==> src/rtl/pwm_sync_pkg.sv <==
package pwm_sync_pkg;
   localparam int CTL_W = 4;

   typedef enum logic [1:0] {
      SEL_PERIOD = 2'd0,
      SEL_WIDTH  = 2'd1,
      SEL_OFFSET = 2'd2,
      SEL_ENABLE = 2'd3
   } cfg_sel_e;

   // packed order gives bit3 auto, bit2 force, bit1 start-at-sync, bit0 soft reset
   typedef struct packed {
      logic auto_align;
      logic force_align;
      logic start_at_sync;
      logic soft_rst;
   } ctl_t;
endpackage

==> src/rtl/pwm_sync_detect.sv <==
module pwm_sync_detect #(
   parameter int STAGES = 2
) (
   input  logic clk,
   input  logic rst_n,
   input  logic ext_sync,
   output logic fall_o
);
   logic [STAGES-1:0] sh_q;
   logic              last_q;

   if (STAGES < 2) begin : g_bad_stages
      $error("pwm_sync_detect: STAGES must be at least 2");
   end

   always_ff @(posedge clk or negedge rst_n) begin
      if (!rst_n) begin
         sh_q   <= '0;
         last_q <= 1'b0;
      end else begin
         sh_q   <= {sh_q[STAGES-2:0], ext_sync};
         last_q <= sh_q[STAGES-1];
      end
   end

   assign fall_o = last_q & ~sh_q[STAGES-1];

   // a detected edge lasts exactly one cycle
   a_r5_fall_single: assert property (@(posedge clk) disable iff (!rst_n)
      fall_o |=> !fall_o);
endmodule

==> src/rtl/pwm_align_ctrl.sv <==
module pwm_align_ctrl #(
   parameter int NCH = 4
) (
   input  logic           clk,
   input  logic           rst_n,
   input  logic           soft_rst,
   input  logic           force_align,
   input  logic           auto_align,
   input  logic           sync_fall,
   input  logic           load_cfg,
   input  logic [NCH-1:0] chan_en,
   input  logic [NCH-1:0] chan_wrap,
   output logic           align_o,
   output logic           armed_o
);
   logic           load_q;
   logic           armed_q;
   logic           pend_q;
   logic [NCH-1:0] done_q;
   logic           trig;
   logic           all_done;
   logic           accept;
   logic           toggle;

   assign toggle   = load_cfg ^ load_q;
   assign trig     = sync_fall & (auto_align | armed_q);
   assign all_done = &(done_q | ~chan_en);
   assign accept   = ~force_align & trig & ~pend_q;
   assign align_o  = (force_align ? trig : (pend_q & all_done)) & ~soft_rst;
   assign armed_o  = armed_q;

   always_ff @(posedge clk or negedge rst_n) begin
      if (!rst_n) begin
         load_q  <= 1'b0;
         armed_q <= 1'b0;
         pend_q  <= 1'b0;
         done_q  <= '0;
      end else begin
         load_q <= load_cfg;
         if (soft_rst) begin
            armed_q <= 1'b0;
            pend_q  <= 1'b0;
            done_q  <= '0;
         end else begin
            if (align_o)                   armed_q <= 1'b0;
            else if (toggle && !auto_align) armed_q <= 1'b1;

            if (accept)      done_q <= '0;
            else if (pend_q) done_q <= done_q | (chan_wrap & chan_en);

            if (align_o)     pend_q <= 1'b0;
            else if (accept) pend_q <= 1'b1;
         end
      end
   end

   a_r5_armed_clears: assert property (@(posedge clk) disable iff (!rst_n)
      align_o |=> !armed_q);
   a_r6_auto_never_arms: assert property (@(posedge clk) disable iff (!rst_n)
      (auto_align && !armed_q) |=> !armed_q);
   a_r8_pending_holds: assert property (@(posedge clk) disable iff (!rst_n)
      (pend_q && !all_done && !soft_rst && !force_align) |=> pend_q);
   a_r10_soft_clears: assert property (@(posedge clk) disable iff (!rst_n)
      soft_rst |=> (!armed_q && !pend_q));
endmodule

==> src/rtl/pwm_chan.sv <==
module pwm_chan #(
   parameter int CW = 16
) (
   input  logic          clk,
   input  logic          rst_n,
   input  logic          soft_rst,
   input  logic          align,
   input  logic          start_at_sync,
   input  logic          en,
   input  logic [CW-1:0] per_s,
   input  logic [CW-1:0] wid_s,
   input  logic [CW-1:0] off_s,
   output logic          pwm_o,
   output logic          wrap_o
);
   logic [CW-1:0] per_a, wid_a, off_a, cnt_q, per_eff;
   logic          run_q;
   logic          last;
   logic [CW:0]   c1, p1, o1, phase;
   logic          hit;

   assign per_eff = (per_a == '0) ? CW'(1) : per_a;
   assign last    = (cnt_q == per_eff - CW'(1));
   assign wrap_o  = en & last;

   assign c1    = {1'b0, cnt_q};
   assign p1    = {1'b0, per_eff};
   assign o1    = {1'b0, off_a};
   assign phase = (c1 >= o1) ? (c1 - o1) : (c1 + p1 - o1);
   assign hit   = ({1'b0, wid_a} > phase);
   assign pwm_o = en & run_q & ~soft_rst & hit;

   always_ff @(posedge clk or negedge rst_n) begin
      if (!rst_n) begin
         cnt_q <= '0;
         run_q <= 1'b1;
         per_a <= '0;
         wid_a <= '0;
         off_a <= '0;
      end else if (soft_rst || !en) begin
         cnt_q <= '0;
         run_q <= 1'b1;
         per_a <= per_s;
         wid_a <= wid_s;
         off_a <= off_s;
      end else if (align || last) begin
         cnt_q <= '0;
         run_q <= align ? start_at_sync : 1'b1;
         per_a <= per_s;
         wid_a <= wid_s;
         off_a <= off_s;
      end else begin
         cnt_q <= cnt_q + CW'(1);
      end
   end

   a_r1_count_in_range: assert property (@(posedge clk) disable iff (!rst_n)
      cnt_q < per_eff);
   a_r2_full_width_high: assert property (@(posedge clk) disable iff (!rst_n)
      (en && run_q && !soft_rst && wid_a >= per_eff) |-> pwm_o);
   a_r3_disabled_counter_zero: assert property (@(posedge clk) disable iff (!rst_n)
      !en |=> (cnt_q == '0));
   a_r4_settings_hold: assert property (@(posedge clk) disable iff (!rst_n)
      (en && !soft_rst && !align && !last) |=>
         ($stable(per_a) && $stable(wid_a) && $stable(off_a)));
endmodule

==> src/rtl/pwm_sync_gen.sv <==
module pwm_sync_gen
   import pwm_sync_pkg::*;
#(
   parameter int NCH               = 4,
   parameter int CW                = 16,
   parameter int SYNC_STAGES       = 2,
   parameter bit RST_SOFT          = 1'b0,
   parameter bit RST_START_AT_SYNC = 1'b1,
   parameter bit RST_FORCE         = 1'b1,
   parameter bit RST_AUTO          = 1'b0,
   localparam int CHW              = (NCH > 1) ? $clog2(NCH) : 1
) (
   input  logic             clk,
   input  logic             rst_n,
   input  logic             cfg_we,
   input  logic [CHW-1:0]   cfg_ch,
   input  logic [1:0]       cfg_sel,
   input  logic [CW-1:0]    cfg_data,
   input  logic             ctl_we,
   input  logic [CTL_W-1:0] ctl_wdata,
   input  logic             ext_sync,
   input  logic             load_cfg,
   output logic [NCH-1:0]   pwm_o,
   output logic             armed_o,
   output logic [CTL_W-1:0] ctl_o
);
   if (NCH < 1) begin : g_bad_nch
      $error("pwm_sync_gen: NCH must be at least 1");
   end
   if (CW < 2) begin : g_bad_cw
      $error("pwm_sync_gen: CW must be at least 2");
   end

   ctl_t           ctl_q;
   logic           sync_fall;
   logic           align;
   logic [NCH-1:0] en_vec;
   logic [NCH-1:0] wrap_vec;

   always_ff @(posedge clk or negedge rst_n) begin
      if (!rst_n) begin
         ctl_q <= '{auto_align:    RST_AUTO,
                    force_align:   RST_FORCE,
                    start_at_sync: RST_START_AT_SYNC,
                    soft_rst:      RST_SOFT};
      end else if (ctl_we) begin
         ctl_q <= ctl_t'(ctl_wdata);
      end
   end
   assign ctl_o = ctl_q;

   pwm_sync_detect #(.STAGES(SYNC_STAGES)) u_detect (
      .clk      (clk),
      .rst_n    (rst_n),
      .ext_sync (ext_sync),
      .fall_o   (sync_fall)
   );

   pwm_align_ctrl #(.NCH(NCH)) u_align (
      .clk         (clk),
      .rst_n       (rst_n),
      .soft_rst    (ctl_q.soft_rst),
      .force_align (ctl_q.force_align),
      .auto_align  (ctl_q.auto_align),
      .sync_fall   (sync_fall),
      .load_cfg    (load_cfg),
      .chan_en     (en_vec),
      .chan_wrap   (wrap_vec),
      .align_o     (align),
      .armed_o     (armed_o)
   );

   for (genvar g = 0; g < NCH; g++) begin : g_ch
      logic [CW-1:0] per_s, wid_s, off_s;
      logic          en_s;
      logic          hit_w;

      assign hit_w = cfg_we && (cfg_ch == CHW'(g));

      always_ff @(posedge clk or negedge rst_n) begin
         if (!rst_n) begin
            per_s <= '0;
            wid_s <= '0;
            off_s <= '0;
            en_s  <= 1'b0;
         end else if (hit_w) begin
            unique case (cfg_sel_e'(cfg_sel))
               SEL_PERIOD: per_s <= cfg_data;
               SEL_WIDTH:  wid_s <= cfg_data;
               SEL_OFFSET: off_s <= cfg_data;
               SEL_ENABLE: en_s  <= cfg_data[0];
            endcase
         end
      end

      assign en_vec[g] = en_s;

      pwm_chan #(.CW(CW)) u_chan (
         .clk           (clk),
         .rst_n         (rst_n),
         .soft_rst      (ctl_q.soft_rst),
         .align         (align),
         .start_at_sync (ctl_q.start_at_sync),
         .en            (en_s),
         .per_s         (per_s),
         .wid_s         (wid_s),
         .off_s         (off_s),
         .pwm_o         (pwm_o[g]),
         .wrap_o        (wrap_vec[g])
      );
   end

   a_r10_soft_outputs_low: assert property (@(posedge clk) disable iff (!rst_n)
      ctl_q.soft_rst |-> (pwm_o == '0));
endmodule

==> config.mk <==
export PLATFORM = sky130hd
export DESIGN_NAME = pwm_sync_gen
export DESIGN_NICKNAME = d
export VERILOG_FILES = /design/src/rtl/pwm_sync_pkg.sv /design/src/rtl/pwm_sync_detect.sv /design/src/rtl/pwm_align_ctrl.sv /design/src/rtl/pwm_chan.sv /design/src/rtl/pwm_sync_gen.sv
export SDC_FILE = /design/constraint.sdc
export NUM_CORES = 1
export LEC_CHECK = 0
export ABC_CLOCK_PERIOD_IN_PS = 15600
export BUFFER_PORTS_ARGS = -buffer_cell sky130_fd_sc_hd__buf_4
export CORE_MARGIN = 2
export CORE_UTILIZATION = 45
export CTS_BUF_LIST = sky130_fd_sc_hd__clkbuf_2 sky130_fd_sc_hd__clkbuf_4 sky130_fd_sc_hd__clkbuf_8
export DETAILED_ROUTE_END_ITERATION = 7
export SKIP_CTS_REPAIR_TIMING = 1
export SLEW_MARGIN = 20
export SYNTH_ARGS = -nofsm -noshare
export SYNTH_HDL_FRONTEND = slang
export SYNTH_SLANG_ARGS = --single-unit
export TNS_END_PERCENT = 50
==> constraint.sdc <==
create_clock -name clk -period 15.6 [get_ports clk]
set_input_delay 1.56 -clock clk [delete_from_list [all_inputs] [get_ports clk]]
set_output_delay 1.56 -clock clk [all_outputs]
set_load 0.02 [all_outputs]
==> results of run 1 <==
==> routing by layer <==
metal / share of wire / vias to the layer above / track usage
met4: 0.018 / 6 / 0.0602
met3: 0.054 / 117 / 0.0322
li1: - / 10253 / -
met5: 0.00047 / - / 0
met2: 0.47 / 481 / 0.375
met1: 0.46 / 10927 / 0.325
==> power breakdown <==
group	internal [mW]	total (mW)	leakage, nW	switching [mW]
Clock	0.728	1.27	0.979	0.538
Combinational	1.44	3.13	8.38	1.69
Sequential	1.51	1.80	5.86	0.289
Total	3.68	6.20	15.2	2.52
==> cell families (layout without fill, tap and decap cells) <==
group	count (synthesis)	count (layout)	synth area share
simple gates	630	630	0.109
flops	470	470	0.386
compound gates	463	463	0.103
mux	431	431	0.160
buf+inv	408	513	0.0535
fa+ha+maj	268	268	0.127
xor+xnor	213	213	0.0612
other cells	0	7	0
==> final timing paths <==
kind	start	endpoint	cells past startpoint
setup / recovery	g_ch[3].u_chan.per_a[4]	pwm_o[3]	21
hold / removal	u_detect.sh_q[0]	u_detect.sh_q[1]	0
setup reg to reg	g_ch[1].u_chan.per_a[8]	g_ch[1].u_chan.off_a[10]	14
hold reg to reg	u_detect.sh_q[0]	u_detect.sh_q[1]	0
max in group asynchronous	rst_n	g_ch[1].u_chan.wid_a[12]	3
min in group asynchronous	rst_n	g_ch[3].off_s[8]	1
==> cell usage after synthesis (all sizes together) (65+ instances only) <==
cell type | n | area share
dfrtp | 464 | 0.38
nor3 | 112 | 0.019
o21ai | 84 | 0.014
fa | 68 | 0.045
nor2 | 144 | 0.018
mux2 | 397 | 0.15
a21oi | 120 | 0.020
ha | 200 | 0.082
clkbuf | 65 | 0.0080
xnor2 | 152 | 0.044
nand2 | 97 | 0.012
inv | 303 | 0.037
==> flip-flops by register name, indices dropped and copies added (netlist names) <==
name               cells
ctl_o                  4
g_ch.en_s              4
g_ch.off_s            64
g_ch.per_s            64
g_ch.u_chan.cnt_q     64
g_ch.u_chan.off_a     64
g_ch.u_chan.per_a     64
g_ch.u_chan.run_q      4
g_ch.u_chan.wid_a     64
g_ch.wid_s            64
u_align.armed_o        1
u_align.done_q         4
u_align.load_q         1
u_align.pend_q         1
u_detect.last_q        1
u_detect.sh_q          2
==> worst max-delay path, delay by kind of cell, from the launching register on <==
kind | cells | cell delay [ns]
adder cells (fa/ha/maj) | 3 | 0.91
flip-flops | 1 | 0.48
buffers and inverters | 2 | 0.27
AND/OR/NAND/NOR | 5 | 0.67
XOR/XNOR | 1 | 0.18
AO/OA/AOI/OAI | 10 | 2.95
==> metrics by stage <==
stage | power, mW | hold WS [ns] | std cells
floorplan | 4.12 | 0.331 | 2883
CTS | 6.23 | 0.345 | 3860
global route | 6.72 | 0.370 | 3862
finish | 6.20 | 0.346 | 3868
global placement | 4.85 | 0.334 | 3709
detailed placement | 4.92 | 0.336 | 3709
==> final cells by class <==
type,instances,area [um^2]
clock inverters,24,244
flip-flops and latches,470,11800
multi-input cells,2005,17100
clock buffers,127,1610
fillers,6022,33700
repair buffers,59,483
well taps,873,1090
inverters,303,1140
diodes,7,17.5
==> metrics.txt, run 1 <==
status=finished, final reports clean; post-synth net total=3,181; initial antenna violation count=12; drt pass-1 iters=7; flop-to-flop setup slack=10.71 ns; clk_skew=0.0358 ns; Worst-path clk slew=0.06 ns; Initial Utilization=0.454; CP arrival=6.16 ns; ANT nets after route=0; Fmax=0.130 GHz; Slew HR=0.349; clk root buf=clkbuf_8; design area=33,500 um^2; RSZ-0062 raised after global routing=false; Placement Setup Slack=8.61 ns; commonest non-fill, non-tap cell in the layout=dfrtp_1; fin. max-slew vios=0; Total Routing Usage GR=0.231; TritonCTS clock tree=yes; sequential area share after synthesis=0.386; fraction of registers with async set/reset=1.00; WP data required=14.04 ns; Worst-Margin Slew=0.975 ns; first-pass GRT wire length=127 mm; Num CTS Buffers=83; Boundary Pins=39; commonest cells after routing, fill and taps aside=dfrtp_1 (464), mux2_2 (370), inv_1 (303), ha_1 (200), xnor2_1 (152); synth warn=0; fin nets=3,220; worst vdd ir=105 uV; CP Class=flip-flop to output port; Iteration-0 DRC Markers=around 1,500; share of cells above drive strength 1=0.216; Hold WC Path Type=flip-flop to flip-flop; core area=between 60,000 and 70,000 um^2; Slowest Stage Delay on Critical Path=0.74 ns; Die H=between 200 and 300 um; DPL Wire Length=57.4 mm; clk buf depth=3; max-cap violations=0; Setup crit end kind=output port; port buffer count=38; number of H-tree levels=3; crit-path max FO=8; vias per cell=between 5 and 6; Row Count=95; Slowest-stage cell, CP=a2111oi_0; EDFF count, synth=0; total grt overflow=0; Cells after Synth=just under 3,000; final hold vios=0; vias in the first global route=22,043; Tmin final=7.72 ns; Tcrit/Tclk final=0.495; die area=69,800 um^2; Clock Latency Late Sink=0.69 ns; power per cell area=185 nW/um^2; worst path cell trace=or4_1 -> nor3_1 -> a31oi_1 -> inv_1 -> ha_1 -> fa_1 -> a211oi_1 -> o21ai_0 -> a2111oi_0 -> o31ai_1 -> xnor2_1 -> nor2_1 -> a21oi_1 -> ha_1 -> nand4_1 -> nor2_1 -> a2111oi_0 -> o21a_1 -> o31ai_1 -> a311oi_1 -> buf_4; Die X=264 um; synthesized flop and latch total=470; DRC errors left=0; Most used DFF post-synth=dfrtp_1; Layout Utilization=0.498; Syn Area/Cell=10.6 um^2; Routed WL=79.5 mm; Pleak=15.2 nW; setup TNS=0 ns; largest net degree at the start of global routing=158; setup slack after layout=7.88 ns; drt wl/cell=~20 um; Area Growth Syn to Fin=9.84%; Synth cell types=82; Worst Setup Start Kind=flip-flop; Synth Cell Area=between 30,000 and 40,000 um^2; dpl cell area=between 30,000 and 40,000 um^2; RePlAce Congestion=0.927; Final setup viols=0; vias post-DR=~22,000; clock sinks=470
Note: power is estimated with default switching activity, not from simulation.
==> run 2: changes to the inputs <==
- ABC_AREA: default -> 1
- ABC_CLOCK_PERIOD_IN_PS: 15600 -> 7300
- clock period: 15.6 -> 7.3 ns (I/O delays scaled with it)
==> run 2 against run 1 <==
  * Design area hardly changed
  * Critical path depth grew 2
  * Clock skew fell by 0.015 ns
  * Combinational power grew 100%
  * Largest power group unchanged
  * Highest routed layer unchanged
==> metrics.txt, run 2 <==
status=finished, final reports clean; Final setup viols=0 (unchanged); Initial Utilization=0.452 (-0.00143); Cells after Synth=4,039 (+40%); Total Routing Usage GR=0.242 (+0.0108); Worst-path clk slew=0.06 ns (about the same); Worst Setup Start Kind=flip-flop; number of H-tree levels=3 (unchanged); DRC errors left=0 (unchanged); CP arrival=5.12 ns (-1.04 ns); Setup crit end kind=output port; total grt overflow=0 (unchanged); WHS=0.106 ns (-0.240 ns); vias in the first global route=24,310 (+10%); EDFF count, synth=0 (unchanged); clk buf depth=3 (unchanged); first-pass GRT wire length=135 mm (+7.0%); vias post-DR=25,783 (+18%); Synth Cell Area=30,900 um^2 (+1.3%); Layout Utilization=0.490 (-0.00818); vias per cell=5.19 (-7.9%); Tmin final=5.85 ns; Slowest-stage cell, CP=nand2_1; worst path cell trace=ha_1 -> nand2_1 -> o21ai_0 -> or2_2 -> nand3_1 -> nand2_1 -> nand4_1 -> nand2_1 -> clkinv_1 -> nand2_1 -> o21ai_0 -> ha_1 -> nand2_1 -> o21ai_0 -> nand2_1 -> nand4_1 -> a21boi_0 -> o21ai_0 -> nand2_1 -> nand2_1 -> nand2_1 -> a21oi_1 -> buf_4; TritonCTS clock tree=yes; clock sinks=470 (unchanged); WP data required=6.57 ns (-7.47 ns); most frequent cell after synthesis=nand2_1; RePlAce Congestion=0.921 (-0.67%); clk root buf=clkbuf_8; Synth cell types=53 (-35%); Sw Ratio=0.443 (+0.0361); drt pass-1 iters=7 (unchanged); top cell type's share of synthesized area=0.376 (-0.00477); sequential share of power=0.293 (+0.003); Psw=5.62 mW (+120%); worst vdd ir=186 uV (+78%); max-cap violations=0 (unchanged); Tcrit/Tclk final=0.802; Most used DFF post-synth=dfrtp_1; Synth top cells by count=nand2_1 (1,176), dfrtp_1 (464), inv_1 (449); Slew HR=0.229 (-0.120); drt wl/cell=17.0 um (-17%); crit-path leading delay family=simple AND/OR/NAND/NOR gates; Hold WC Path Type=input pin to asynchronous set/reset pin; synthesized flop and latch total=470 (unchanged); fin. max-slew vios=0 (unchanged); top cells by area, synth=dfrtp_1 (38%), nand2_1 (14%), ha_1 (8.1%), nand3_1 (5.9%), inv_1 (5.5%); crit-path max FO=24 (+16); fillers=6,899 (+15%); clk_skew=0.0212 ns (-0.0146 ns); WP buf/inv=2 (unchanged); Worst-Margin Slew=1.16 ns (+0.180 ns); Die X=266 um (+0.62%); most used cell, CP=nand2_1; RSZ-0062 raised after global routing=false; setup TNS=0 ns (unchanged); Routed WL=84.7 mm (+6.5%); share of cells above drive strength 1=0.0668 (-0.149); power per cell area=379 nW/um^2 (+100%); Slowest Stage Delay on Critical Path=0.59 ns (-0.15 ns); die area=70,700 um^2 (+1.2%); Int Power=7.07 mW (+92%); Comb power frac=0.501 (-0.005); port buffer count=38 (unchanged); fraction of registers with async set/reset=1.00 (unchanged); commonest non-fill, non-tap cell in the layout=nand2_1; CP Class=flip-flop to output port; Area Growth Syn to Fin=8.38%; largest net degree at the start of global routing=179 (+13%); flop-to-flop setup slack=2.94 ns (-7.77 ns); commonest cells after routing, fill and taps aside=nand2_1 (1,173), dfrtp_1 (464), inv_1 (449), nand3_1 (358), nor2_1 (302); Boundary Pins=39 (unchanged); DPL Wire Length=60.9 mm (+6.2%); Clock Latency Late Sink=0.68 ns (about the same); Die H=266 um (+0.62%); clock network power share=0.206 (+0.002); Row Count=96 (+1.1%); final hold vios=0 (unchanged); synth warn=0 (unchanged); Iteration-0 DRC Markers=2,121 (+41%); Yosys top cell by area=dfrtp_1; initial antenna violation count=6 (-6); ANT nets after route=0 (unchanged); core area=68,200 um^2 (+1.6%); Pleak=17.6 nW (+16%); fin nets=4,326 (+34%); Syn Area/Cell=7.64 um^2 (-28%); Fmax=0.171 GHz; Num CTS Buffers=81 (-2.4%); sequential area share after synthesis=0.381 (-0.00484); post-synth net total=4,337 (+36%)
[run 2: power groups by stage]
stage / registers [mW] / logic, mW / clock network [mW]
floorplan: 3.53 / 4.88 / 0
global placement: 3.74 / 6.29 / 0
detailed placement: 3.75 / 6.32 / 0
CTS: 3.71 / 6.37 / 2.68
global route: 3.79 / 7.31 / 2.79
finish: 3.72 / 6.36 / 2.61
[run 2: logic make-up after synthesis]
logic type,share of synthesized area
flops,0.381
simple gates,0.264
fa+ha+maj,0.125
compound gates,0.0917
mux,0.00138
buf+inv,0.0817
xor+xnor,0.0551
[run 2: layout make-up]
class | count | area [um^2] | share of cell area
multi-input combinational | 2955 | 16600 | 0.497
sequential | 470 | 11800 | 0.352
inverter | 463 | 1740 | 0.0520
clock buffer | 126 | 1550 | 0.0464
tap | 882 | 1100 | 0.0330
timing repair buffer | 57 | 460 | 0.0138
clock inverter | 18 | 209 | 0.00625
antenna | 1 | 2.50 | 0.0000748
[run 2: worst paths after layout]
| check | cells after the start | to | from |
|---|---|---|---|
| max | 23 | pwm_o[3] | g_ch[3].u_chan.cnt_q[4] |
| min | 1 | g_ch[0].wid_s[14] | rst_n |
| max reg2reg | 20 | g_ch[3].u_chan.wid_a[12] | g_ch[3].u_chan.per_a[4] |
| min reg2reg | 0 | u_detect.sh_q[1] | u_detect.sh_q[0] |
| max in group asynchronous | 2 | g_ch[1].per_s[3] | rst_n |
| min in group clk | 1 | u_detect.sh_q[0] | ext_sync |
[run 2: layer usage]
metal	up-vias	global-route usage	share of wire
li1	12919	-	-
met1	12194	0.356	0.49
met2	565	0.375	0.45
met3	97	0.0317	0.047
met4	8	0.0635	0.018
met5	-	0	0.00061
[run 2: stage by stage]
stage	instance area, um^2	cells	setup slack, ns	total power [mW]
after floorplan	30900	4039	2.82	8.41
after global placement	31700	4827	2.21	10.0
after detailed placement	31700	4827	2.15	10.1
after CTS	33400	4971	1.39	12.8
after global routing	33400	4972	0.837	13.9
final	33400	4972	1.45	12.7
